`src/rtl/cwdp_pkg.sv`:
```
// Shared types for the control-word datapath.
// Assumes a 4-bit function code; the top bit separates arithmetic from the rest.
package cwdp_pkg;
    typedef enum logic [3:0] {
        FN_PASS_A  = 4'b0000,
        FN_INC_A   = 4'b0001,
        FN_ADD     = 4'b0010,
        FN_ADD_C   = 4'b0011,
        FN_ADD_NB  = 4'b0100,
        FN_SUB     = 4'b0101,
        FN_DEC_A   = 4'b0110,
        FN_PASS_AC = 4'b0111,
        FN_AND     = 4'b1000,
        FN_OR      = 4'b1001,
        FN_XOR     = 4'b1010,
        FN_NOT_A   = 4'b1011,
        FN_PASS_B  = 4'b1100,
        FN_SRL_B   = 4'b1101,
        FN_SLL_B   = 4'b1110,
        FN_ROL_B   = 4'b1111
    } fn_code_t;

    localparam int FN_W = 4;
endpackage

```
`src/rtl/cwdp_regfile.sv`:
```
// Register bank: two combinational read ports and one synchronous write port.
// Assumes a synchronous active-low reset that clears every entry.
module cwdp_regfile #(
    parameter int DW = 8,
    parameter int AW = 3
) (
    input  logic          clk,
    input  logic          rst_n,
    input  logic          wr_en,
    input  logic [AW-1:0] wr_addr,
    input  logic [DW-1:0] wr_data,
    input  logic [AW-1:0] rd_a_addr,
    input  logic [AW-1:0] rd_b_addr,
    output logic [DW-1:0] rd_a_data,
    output logic [DW-1:0] rd_b_data
);
    localparam int NREG = 1 << AW;

    logic [DW-1:0] bank [NREG];

    // Clear on reset, otherwise commit one write per cycle.
    always_ff @(posedge clk) begin
        if (!rst_n) begin
            for (int i = 0; i < NREG; i++) bank[i] <= '0;
        end else if (wr_en) begin
            bank[wr_addr] <= wr_data;
        end
    end

    // Read ports see the stored value (old value during a write).
    always_comb begin
        rd_a_data = bank[rd_a_addr];
        rd_b_data = bank[rd_b_addr];
    end
endmodule

```
`src/rtl/cwdp_alu.sv`:
```
// Arithmetic and logic unit. Arithmetic: A + Y + fn[0], Y picked by fn[2:1].
// Logic ops are picked by fn[1:0] when fn[3] is set; carry/overflow then read 0.
module cwdp_alu
    import cwdp_pkg::*;
#(
    parameter int DW = 8
) (
    input  logic [DW-1:0] op_a,
    input  logic [DW-1:0] op_b,
    input  fn_code_t      fn,
    output logic [DW-1:0] result,
    output logic          carry,
    output logic          ovf
);
    logic [DW-1:0] y_sel;
    logic [DW:0]   sum;
    logic [DW-1:0] logic_res;

    // Choose the second adder operand.
    always_comb begin
        case (fn[2:1])
            2'b00:   y_sel = '0;
            2'b01:   y_sel = op_b;
            2'b10:   y_sel = ~op_b;
            default: y_sel = '1;
        endcase
    end

    // Adder with carry-in from the function code.
    always_comb sum = {1'b0, op_a} + {1'b0, y_sel} + {{DW{1'b0}}, fn[0]};

    // Bitwise operations.
    always_comb begin
        case (fn[1:0])
            2'b00:   logic_res = op_a & op_b;
            2'b01:   logic_res = op_a | op_b;
            2'b10:   logic_res = op_a ^ op_b;
            default: logic_res = ~op_a;
        endcase
    end

    // Result and adder flags, flags masked for non-arithmetic codes.
    always_comb begin
        result = fn[3] ? logic_res : sum[DW-1:0];
        carry  = !fn[3] && sum[DW];
        ovf    = !fn[3] && (op_a[DW-1] == y_sel[DW-1]) && (sum[DW-1] != op_a[DW-1]);
    end
endmodule

```
`src/rtl/cwdp_shift.sv`:
```
// One-position shifter on bus B: pass, right with zero fill, left with zero fill,
// rotate left. Assumes sel comes from the low two bits of the function code.
module cwdp_shift #(
    parameter int DW = 8
) (
    input  logic [DW-1:0] din,
    input  logic [1:0]    sel,
    output logic [DW-1:0] dout
);
    logic [DW-1:0] right_v, left_v, rot_v;

    for (genvar i = 0; i < DW; i++) begin : g_bit
        if (i == DW - 1) begin : g_top
            assign right_v[i] = 1'b0;
        end else begin : g_mid
            assign right_v[i] = din[i+1];
        end
        if (i == 0) begin : g_low
            assign left_v[i] = 1'b0;
            assign rot_v[i]  = din[DW-1];
        end else begin : g_up
            assign left_v[i] = din[i-1];
            assign rot_v[i]  = din[i-1];
        end
    end

    // Pick the shifted form.
    always_comb begin
        case (sel)
            2'b00:   dout = din;
            2'b01:   dout = right_v;
            2'b10:   dout = left_v;
            default: dout = rot_v;
        endcase
    end
endmodule

```
`src/rtl/cwdp_core.sv`:
```
// Control-word driven datapath: register bank, bus-B source mux, function unit,
// flag logic and write-back mux. Assumes one control word per cycle; writes land
// at the next rising edge, flags and bus outputs are combinational.
module cwdp_core
    import cwdp_pkg::*;
#(
    parameter int DW = 8,
    parameter int AW = 3
) (
    input  logic                clk,
    input  logic                rst_n,
    input  logic [3*AW+6:0]     ctrl_word,
    input  logic [DW-1:0]       const_in,
    input  logic [DW-1:0]       ext_data,
    output logic [DW-1:0]       addr_out,
    output logic [DW-1:0]       data_out,
    output logic                flag_c,
    output logic                flag_v,
    output logic                flag_z,
    output logic                flag_n
);
    localparam int CWW     = 3 * AW + 7;
    localparam int DEST_LO = CWW - AW;
    localparam int ASEL_LO = DEST_LO - AW;
    localparam int BSEL_LO = ASEL_LO - AW;
    localparam int CSEL_B  = 6;
    localparam int FN_LO   = 2;
    localparam int WBX_B   = 1;
    localparam int WR_B    = 0;

    logic [AW-1:0] dest, asel, bsel;
    logic          csel, wb_ext, wr_en;
    fn_code_t      fn;
    logic [DW-1:0] bus_a, reg_b, bus_b;
    logic [DW-1:0] alu_res, sh_res, func_res, wb_data;
    logic          alu_c, alu_v;

    // Split the control word into its fields.
    always_comb begin
        dest   = ctrl_word[DEST_LO +: AW];
        asel   = ctrl_word[ASEL_LO +: AW];
        bsel   = ctrl_word[BSEL_LO +: AW];
        csel   = ctrl_word[CSEL_B];
        fn     = fn_code_t'(ctrl_word[FN_LO +: FN_W]);
        wb_ext = ctrl_word[WBX_B];
        wr_en  = ctrl_word[WR_B];
    end

    cwdp_regfile #(.DW(DW), .AW(AW)) i_bank (
        .clk       (clk),
        .rst_n     (rst_n),
        .wr_en     (wr_en),
        .wr_addr   (dest),
        .wr_data   (wb_data),
        .rd_a_addr (asel),
        .rd_b_addr (bsel),
        .rd_a_data (bus_a),
        .rd_b_data (reg_b)
    );

    // Bus B source: register or external constant.
    always_comb bus_b = csel ? const_in : reg_b;

    cwdp_alu #(.DW(DW)) i_alu (
        .op_a   (bus_a),
        .op_b   (bus_b),
        .fn     (fn),
        .result (alu_res),
        .carry  (alu_c),
        .ovf    (alu_v)
    );

    cwdp_shift #(.DW(DW)) i_shift (
        .din  (bus_b),
        .sel  (fn[1:0]),
        .dout (sh_res)
    );

    // Function selector, write-back mux and status.
    always_comb begin
        func_res = (fn[3:2] == 2'b11) ? sh_res : alu_res;
        wb_data  = wb_ext ? ext_data : func_res;
        flag_c   = alu_c;
        flag_v   = alu_v;
        flag_z   = (func_res == '0);
        flag_n   = func_res[DW-1];
        addr_out = bus_a;
        data_out = bus_b;
    end
endmodule

```
`config.mk`:
```
export PLATFORM = sky130hd
export DESIGN_NAME = cwdp_core
export DESIGN_NICKNAME = d
export VERILOG_FILES = /design/src/rtl/cwdp_pkg.sv /design/src/rtl/cwdp_regfile.sv /design/src/rtl/cwdp_alu.sv /design/src/rtl/cwdp_shift.sv /design/src/rtl/cwdp_core.sv
export SDC_FILE = /design/constraint.sdc
export NUM_CORES = 1
export LEC_CHECK = 0
export BUFFER_PORTS_ARGS = -buffer_cell sky130_fd_sc_hd__buf_2
export CAP_MARGIN = 20
export CORE_MARGIN = 2
export CORE_UTILIZATION = 37
export CTS_BUF_LIST = sky130_fd_sc_hd__clkbuf_8
export CTS_CLUSTER_DIAMETER = 80
export DETAILED_ROUTE_END_ITERATION = 6
export PLACE_DENSITY = 0.65
export SLEW_MARGIN = 10
export SYNTH_ARGS = -nofsm -noshare
export SYNTH_HDL_FRONTEND = slang
export SYNTH_SLANG_ARGS = --single-unit
export TNS_END_PERCENT = 5
```
`constraint.sdc`:
```
create_clock -name clk -period 7.6 [get_ports clk]
set_input_delay 1.52 -clock clk [delete_from_list [all_inputs] [get_ports clk]]
set_output_delay 1.52 -clock clk [all_outputs]
set_load 0.005 [all_outputs]
```
==> summary.txt, run 1 <==
Yosys
  • Distinct cell type count of the synthesized netlist: 55
  • Yosys top cell by area: edfxtp_1
  • Synth Flop Type: edfxtp_1
  • Top post-synthesis cells by area: edfxtp_1 40%, mux4_2 14%, nor2_1 6.1%, ha_1 6.0%, mux2i_1 3.5%
  • FF+latch count, synth: between 60 and 70
  • Count of flip-flops with a built-in enable after synthesis: 64
  • Synthesized instance count: 435
  • Area share of the largest cell type after synthesis: 39.8%
  • Sequential element share of the synthesized area: approximately two fifths
  • Top cells by instance count after synthesis: 79 x nor2_1, 64 x edfxtp_1, 33 x nand2_1
  • Syn_nets: between 400 and 500
  • Ys Warns: 0
  • Mean cell area of the mapped netlist: about 11 um2
  • Cell with the most instances after synthesis: nor2_1
  • Fraction of registers with async set or reset after synthesis: 0%
  • Cell area after synthesis: roughly 4800 um2

Status
  • Status: completed

Worst setup path
  • Peak fanout along the critical path: 9
  • CP Capture Type: output pin
  • Register-to-register path setup slack: about 3.2 ns
  • Setup Crit Path Kind: input port to output pin
  • Kind of start point of the critical path: input port
  • Data arrival time of the critical path: roughly 5.3 ns
  • Data required time of the worst path: 6.08 ns

CTS
  • CTS Buf Count: 9
  • CTS tree: done
  • Clock Path Buffers: 2
  • Number of levels in the clock H-tree: 3
  • Clock latency at the later pin of the worst-skew pair: between 0.3 and 0.4 ns
  • Resized cells post-CTS: 0
  • Count of buffers added by post-CTS timing repair for setup: 0
  • Clk pin slew, worst setup/hold paths: ~0.070 ns
  • Root buf cell: clkbuf_8
  • Sink count of the clock tree: 64
  • Hold-fix buffer count after cts: 0

Global routing
  • Maximum number of pins on one net before global-route repair: 27
  • Vias in the first global route: around 3,700
  • Initial antenna violation count: 0
  • Total routing resource utilization after global routing: a little under a fifth
  • Global-route wire length before repair: between 20,000 and 25,000 um
  • Total congestion overflow: 0

Pwr
  • Power per Cell Area: roughly 190 nW/um2
  • Static leakage: between 2 and 2.5 nW
  • Power after layout: ~1.1 mW
  • Worst vdd ir: roughly 0.086 mV

Floorplanning
  • # IOs: 54
  • FP Rows: 41
  • Width of the die: roughly 120 um
  • Core Footprint: approximately 13,000 um2
  • Die height: between 100 and 150 um
  • Die area: about 14,000 um2
  • Starting density of the core: about two fifths

Routing
  • Average wire per cell in the routed design: just under 20 um
  • Remaining antenna violation count after routing: 0
  • DR vias/cell: between 5 and 6
  • Number of violations reported at the end of detailed-routing iteration 0: between 400 and 500
  • Count of TritonRoute iterations in the first routing pass: 5
  • Wirelength, routed: ~13,000 um
  • Remaining DRCs: 0
  • Via count: approximately 3,800

STA
  • Clock period minus worst slack: between 6 and 7 ns
  • Number of endpoints failing setup at the final stage: 0
  • Highest Clock Rate: 0.147 GHz
  • Clock skew: between 0.009 and 0.01 ns
  • Final Max Slew Viols: 0
  • Share of the cycle needed by the critical path after routing: between 80 and 90%
  • Setup Total Neg Slack: 0 ns
  • Hold violation total from the final report: 0
  • Slew at the pin with the worst max-slew slack: 1.03 ns
  • RSZ-0062 raised after global routing: false
  • Fin Hold WS: about 1.4 ns
  • Relative max-transition margin: between 30% and 40%
  • Minimum setup slack in the final design: 0.788 ns

Layout
  • Number of cells in the finished layout apart from fillers: roughly 650
  • Inserted Diodes: 0
  • Flip-flop count of the largest register, all copies and words added: 64
  • Largest reg by FF count: i_bank.bank
  • Final standard cell utilization of the core: 42.9%
  • Area Overhead vs Synth: 12.7%
  • Final #Nets: roughly 540
  • Share of post-route cells with drive strength above 1: between 20% and 30%
  • Fin area: 5440 um2
  • Largest registers: i_bank.bank: 64 flops

Placed design
  • GPL Wtd Cong: 0.961
  • Placement Cell Area: 5180 um2
  • # port buffers: 53
  • Setup slack after placement: about 0.8 ns
  • Placed Instances: approximately 640
  • Post-DP HPWL: approximately 10,000 um

Worst hold path
  • Worst hold path class: flop to flop

Run
  • Maximum capacitance violations: 0
-- per-layer routing --
| metal | GRT usage [%] | wire length [um] | vias to the layer above |
|---|---|---|---|
| met4 | 5.65 | 236 | 0 |
| met2 | 31.9 | 6300 | 182 |
| met1 | 24.1 | 5430 | 1826 |
| met5 | 0 | 0 | - |
| met3 | 2.41 | 776 | 27 |
| li1 | - | - | 1718 |
-- worst paths after layout --
kind | startpoint | end | depth (start not counted)
worst min register to register | i_bank.bank[0][7] | i_bank.bank[5][6] | 7
worst min-delay path | i_bank.bank[0][7] | i_bank.bank[5][6] | 7
worst max-delay path | ctrl_word[7] | flag_z | 13
worst max register to register | i_bank.bank[5][1] | i_bank.bank[0][7] | 12
-- critical path: stages --
cell      delay [ns]
buf_2           0.27
mux4_2          0.55
mux2i_1         0.28
o21ai_0         0.25
mux2_2          0.37
ha_1            0.27
and3_1          0.19
o21a_1          0.22
o41ai_1         0.53
mux2i_1         0.27
o211ai_1        0.19
nor3_2          0.22
buf_2           0.14
-- report_power, final --
group | switching [mW] | internal, mW
clock network | 0.121 | 0.249
registers | 0.0108 | 0.406
logic | 0.159 | 0.115
total | 0.291 | 0.770
-- layout make-up --
| cell class | instances | area (um2) |
|---|---|---|
| clock buffer | 9 | 124 |
| multi-input combinational | 323 | 2680 |
| tap | 172 | 215 |
| inverter | 24 | 90.1 |
| sequential | 64 | 1920 |
| timing repair buffer | 54 | 273 |
| fill | 1224 | 7230 |
| clock inverter | 7 | 135 |
-- logic make-up after synthesis --
logic type	count (synthesis)	synth area share, %
AND/OR/NAND/NOR	163	15.2
AO/OA/AOI/OAI	73	12.0
flip-flops	64	39.8
multiplexers	59	21.1
buffers and inverters	48	4.66
adder cells (fa/ha/maj)	25	6.79
XOR/XNOR	3	0.544
-- cell usage in the layout, fill, tap and decap left out, types with 2 or more instances in the layout --
cell type	synthesis	routed
a211oi_1	4	4
a21o_1	7	7
a21oi_1	8	8
a221o_1	3	3
a221oi_1	2	2
and2_1	4	4
and3_1	3	3
and3b_1	2	2
buf_2	5	53
bufinv_16	0	4
clkbuf_8	0	9
edfxtp_1	64	64
fa_1	2	2
ha_1	23	23
inv_1	24	25
mux2_2	8	8
mux2i_1	17	17
mux2i_4	2	2
mux4_2	31	31
nand2_1	33	33
nand2b_1	8	8
nand3_1	4	4
nor2_1	79	79
nor2b_1	9	9
nor3_1	15	15
o21a_1	4	4
o21a_2	2	2
o21ai_0	13	13
o221a_2	4	4
o221ai_1	3	3
o221ai_2	2	2
o22a_1	4	4
o22ai_1	3	3
o32a_1	2	2
or2_2	2	2
xnor2_1	3	3
No activity file was read; power rests on OpenSTA's default activity.
==> run 2, diff against run 1 <==
PLACE_DENSITY = 0.67   (was 0.65)
==> run 2 against run 1 <==
Net effect:
- sequential cell count did not move
- register-to-register slack improved by 0.35 ns
- cell count did not move
- combinational power barely moved
==> summary.txt, run 2 (synthesized netlist as in run 1, its figures left out) <==
Floorplanning
  • # IOs: 54
  • Core Footprint: roughly 13,000 um2
  • Die height: 118 um
  • Starting density of the core: a little under two fifths
  • Width of the die: about 120 um
  • Die area: between 10,000 and 15,000 um2
  • FP Rows: 41

Layout
  • Inserted Diodes: 0
  • Most common cell after layout, fill and taps aside: nor2_1
  • Largest registers: i_bank.bank: 64 flops
  • Largest reg by FF count: i_bank.bank
  • Final #Nets: ~540
  • Flip-flop count of the largest register, all copies and words added: 64
  • Number of cells in the finished layout apart from fillers: between 600 and 700
  • Share of post-route cells with drive strength above 1: about a quarter
  • Area Overhead vs Synth: 11.0%
  • Final standard cell utilization of the core: 42.3%
  • Most frequent cells in the layout: 79 x nor2_1, 64 x edfxtp_1, 53 x buf_2, 33 x nand2_1, 31 x mux4_2

Worst setup path
  • Data required time of the worst path: between 6 and 7 ns
  • Max stage delay on crit path: a little under 0.6 ns
  • Most Frequent Cell on Critical Path: buf_2
  • Peak fanout along the critical path: 16
  • Critical path cell sequence: buf_2 -> mux4_2 -> mux2i_1 -> o21ai_0 -> mux2_2 -> ha_1 -> and3_1 -> o21a_1 -> o22a_1 -> xnor2_1 -> o221ai_2 -> or4_1 -> nor3_2 -> buf_2
  • Data arrival time of the critical path: 5.46 ns
  • Kind of start point of the critical path: input port
  • Slowest stage cell on the critical path: mux4_2
  • Setup Crit Path Kind: input port to output pin
  • CP Capture Type: output pin

Routing
  • DR vias/cell: approximately 5.8
  • Via count: approximately 3,800
  • Count of TritonRoute iterations in the first routing pass: 5
  • Remaining DRCs: 0
  • Average wire per cell in the routed design: 19.2 um
  • Number of violations reported at the end of detailed-routing iteration 0: 385
  • Wirelength, routed: 12,500 um
  • Remaining antenna violation count after routing: 0

STA
  • Clock skew: between 0.009 and 0.01 ns
  • Number of endpoints failing setup at the final stage: 0
  • Share of the cycle needed by the critical path after routing: between 90% and 100%
  • Slew at the pin with the worst max-slew slack: 0.858 ns
  • Clock period minus worst slack: about 7.0 ns
  • Hold violation total from the final report: 0
  • Final Max Slew Viols: 0
  • Relative max-transition margin: between 40% and 50%
  • RSZ-0062 raised after global routing: false
  • Highest Clock Rate: 0.143 GHz
  • Setup Total Neg Slack: 0 ns
  • Minimum setup slack in the final design: a little over 0.6 ns

Pwr
  • Static leakage: approximately 2.1 nW
  • Worst vdd ir: 0.0746 mV
  • Power per Cell Area: 177 nW/um2

CTS
  • Sink count of the clock tree: 64
  • Clock latency at the later pin of the worst-skew pair: 0.34 ns
  • Count of buffers added by post-CTS timing repair for setup: 0
  • Clk pin slew, worst setup/hold paths: ~0.07 ns
  • CTS tree: done
  • Clock Path Buffers: 2
  • Number of levels in the clock H-tree: 3
  • Resized cells post-CTS: 0
  • Hold-fix buffer count after cts: 0
  • Root buf cell: clkbuf_8
  • CTS Buf Count: 9

Global routing
  • Initial antenna violation count: 0
  • Vias in the first global route: approximately 3,700
  • Global-route wire length before repair: slightly below 20,000 um
  • Total congestion overflow: 0
  • Total routing resource utilization after global routing: 18.1%
  • Maximum number of pins on one net before global-route repair: 27

Placed design
  • Setup slack after placement: around 0.63 ns
  • Placed Instances: about 640
  • GPL Wtd Cong: approximately 0.97
  • Post-DP HPWL: 10,000 um
  • # port buffers: 53

Worst hold path
  • Worst hold path class: flop to flop

Status
  • Status: completed

Run
  • Maximum capacitance violations: 0
[run 2: cell count changes in the layout (fill, tap and decap cells not counted), sizes merged]
cell,before,now
clkinv,1,5
bufinv,4,1
clkinvlp,1,0
[run 2: path summary, 6_finish.rpt]
kind              cells after the start                end  slack [ns]              start
hold / removal                        7  i_bank.bank[1][6]        1.42  i_bank.bank[2][7]
setup / recovery                     14             flag_z        0.62       ctrl_word[7]
setup reg to reg                     12  i_bank.bank[5][6]        3.52  i_bank.bank[6][0]
hold reg to reg                       7  i_bank.bank[1][6]        1.42  i_bank.bank[2][7]
[run 2: critical path, delay by kind of cell]
family / cells / cell delay, ns
compound gates: 4 / 0.79
xor+xnor: 1 / 0.19
fa+ha+maj: 1 / 0.26
buf+inv: 2 / 0.57
mux: 3 / 1.20
simple gates: 3 / 0.90
[run 2: per-stage QoR]
step	instance area [um2]	hold WS, ns	power (mW)
after floorplan	4830	1.21	0.617
after global placement	5180	1.36	0.683
after detailed placement	5180	1.40	0.691
after CTS	5360	1.41	0.953
after global routing	5360	1.50	0.997
final	5360	1.42	0.950
[run 2: layout make-up]
cell class / count / area, um2
fill: 1194 / 7310
sequential: 64 / 1920
multi-input combinational: 323 / 2680
tap: 172 / 215
clock buffer: 9 / 124
timing repair buffer: 54 / 273
inverter: 24 / 90.1
clock inverter: 7 / 53.8
[run 2: power by group]
group | internal (mW) | switching [mW] | total [mW]
clock | 0.145 | 0.119 | 0.264
combinational | 0.115 | 0.156 | 0.271
sequential | 0.406 | 0.0101 | 0.416
total | 0.666 | 0.285 | 0.950
[run 2: layer usage]
metal  up-vias  global-route usage (%)  routed length [um]
met2       192                    31.3                6220
met3        25                    3.43                 797
met5         -                       0                   0
li1       1723                       -                   -
met1      1830                    22.1                5160
met4         0                    7.83                 331
==> run 3, diff against run 2 <==
CELL_PAD_IN_SITES_DETAIL_PLACEMENT = 1   (was default)
CELL_PAD_IN_SITES_GLOBAL_PLACEMENT = 1   (was default)
CTS_BUF_LIST = sky130_fd_sc_hd__clkbuf_4 sky130_fd_sc_hd__clkbuf_8   (was sky130_fd_sc_hd__clkbuf_8)
PLACE_DENSITY = 0.78   (was 0.67)
==> run 3 against run 2 <==
Net effect:
- core utilization about the same
- routed wire length up 15%
- setup slack better by 0.16 ns
- global-route usage up 2.9 points
- die area unchanged
- critical path type unchanged
- critical endpoint unchanged
==> summary.txt, run 3 (synthesized netlist as in run 1, its figures left out) <==
Layout
  • Share of post-route cells with drive strength above 1: 26.1%
  • Most common cell after layout, fill and taps aside: nor2_1
  • Most frequent cells in the layout: 79 x nor2_1, 64 x edfxtp_1, 53 x buf_2, 33 x nand2_1, 31 x mux4_2
  • Inserted Diodes: 0
  • Largest reg by FF count: i_bank.bank
  • Fin area: about 5400 um2
  • Area Overhead vs Synth: 10.9%
  • Flip-flop count of the largest register, all copies and words added: 64
  • Final #Nets: approximately 540
  • Largest registers: i_bank.bank: 64 flops

Floorplanning
  • Width of the die: roughly 120 um
  • Starting density of the core: between 30% and 40%
  • Core Footprint: roughly 13,000 um2
  • Die height: roughly 120 um
  • FP Rows: slightly above 40
  • # IOs: between 50 and 60
  • Die area: about 14,000 um2

Worst setup path
  • Data arrival time of the critical path: 5.30 ns
  • Kind of start point of the critical path: input port
  • Peak fanout along the critical path: 9
  • CP Capture Type: output pin
  • Setup Crit Path Kind: input port to output pin
  • Data required time of the worst path: ~6.1 ns

Global routing
  • Initial antenna violation count: 0
  • Vias in the first global route: 3,953
  • Total congestion overflow: 0
  • Total routing resource utilization after global routing: 21.0%
  • Maximum number of pins on one net before global-route repair: 27
  • Global-route wire length before repair: ~23,000 um

CTS
  • Root buf cell: clkbuf_8
  • Count of buffers added by post-CTS timing repair for setup: 0
  • Clock Path Buffers: 2
  • Clk pin slew, worst setup/hold paths: about 0.07 ns
  • CTS tree: done
  • Hold-fix buffer count after cts: 0
  • Number of levels in the clock H-tree: 3
  • CTS Buf Count: 9
  • Clock latency at the later pin of the worst-skew pair: 0.33 ns
  • Sink count of the clock tree: 64
  • Resized cells post-CTS: 0

Worst hold path
  • Worst hold path class: flop to flop

STA
  • Clock period minus worst slack: around 6.8 ns
  • Slew at the pin with the worst max-slew slack: roughly 1.1 ns
  • Setup Total Neg Slack: 0 ns
  • Hold violation total from the final report: 0
  • Relative max-transition margin: between 20 and 30%
  • Highest Clock Rate: ~0.15 GHz
  • Clock skew: about 0.0095 ns
  • Number of endpoints failing setup at the final stage: 0
  • Final Max Slew Viols: 0
  • RSZ-0062 raised after global routing: false
  • Share of the cycle needed by the critical path after routing: 89.8%

Routing
  • Average wire per cell in the routed design: between 20 and 25 um
  • DR vias/cell: about 5.7
  • Routed length on met1: 6020 um
  • Count of TritonRoute iterations in the first routing pass: 4
  • Met3 routed wirelength: ~600 um
  • Met2 layer wire length in the routed design: 7610 um
  • Remaining antenna violation count after routing: 0
  • Via count: 3,736
  • Remaining DRCs: 0
  • Topmost layer with routed signal wires: met4
  • Number of violations reported at the end of detailed-routing iteration 0: approximately 270
  • Wirelength, routed: roughly 14,000 um

Pwr
  • Power after layout: around 0.93 mW
  • Worst vdd ir: 0.0716 mV
  • Static leakage: ~2.1 nW
  • Power per Cell Area: 174 nW/um2

Run
  • Maximum capacitance violations: 0

Placed design
  • Placement Cell Area: 5200 um2
  • # port buffers: 53
  • Post-DP HPWL: around 12,000 um
  • GPL Wtd Cong: between 0.9 and 1

Status
  • Status: completed
run 3: cell types whose count changed in the layout (fill, tap and decap cells not counted), sizes merged:
cell / before / now
buf: 54 / 57
bufinv: 1 / 0
clkbuf: 9 / 11
clkinv: 5 / 3
inv: 25 / 24
run 3: routing by layer:
layer | GRT usage [%] | vias to the layer above
li1 | - | 1718
met1 | 26.7 | 1905
met2 | 37.5 | 100
met3 | 2.80 | 13
met4 | 5.80 | 0
met5 | 0 | -
run 3: worst max-delay path, cell delays in order:
cell	delay (ns)
buf_2	0.28
mux4_2	0.55
mux2i_1	0.28
o21ai_0	0.24
mux2_2	0.37
ha_1	0.27
and3_1	0.19
o21a_1	0.23
o22a_1	0.22
xnor2_1	0.19
o221ai_2	0.13
or4_1	0.55
nor3_2	0.13
buf_2	0.14
run 3: worst paths after layout:
check / startpoint / cells past startpoint / endpoint / slack, ns
worst max-delay path: ctrl_word[7] / 14 / flag_z / 0.78
worst min-delay path: i_bank.bank[6][7] / 7 / i_bank.bank[1][6] / 1.46
worst max register to register: i_bank.bank[6][1] / 12 / i_bank.bank[6][7] / 3.42
worst min register to register: i_bank.bank[6][7] / 7 / i_bank.bank[1][6] / 1.46
run 3: area by class of cell:
class	count	area (um2)
clock buffer	11	139
clock inverter	3	11.3
fill	1447	7320
inverter	24	90.1
multi-input combinational	323	2680
sequential	64	1920
tap	172	215
timing repair buffer	57	295
run 3: per-stage QoR:
stage / instances / util (%) / setup slack (ns) / hold slack [ns]
after floorplan: 435 / - / 1.25 / 1.21
after global placement: 640 / 41.1 / 0.916 / 1.39
after detailed placement: 640 / 41.1 / 0.790 / 1.46
after CTS: 654 / 42.3 / 0.774 / 1.47
after global routing: 654 / 42.3 / 0.544 / 1.54
final: 654 / 42.3 / 0.778 / 1.46
run 3: where the power goes:
| group | total, mW | internal (mW) | switching (mW) |
|---|---|---|---|
| clock network | 0.232 | 0.119 | 0.114 |
| logic | 0.281 | 0.117 | 0.164 |
| registers | 0.418 | 0.406 | 0.0117 |
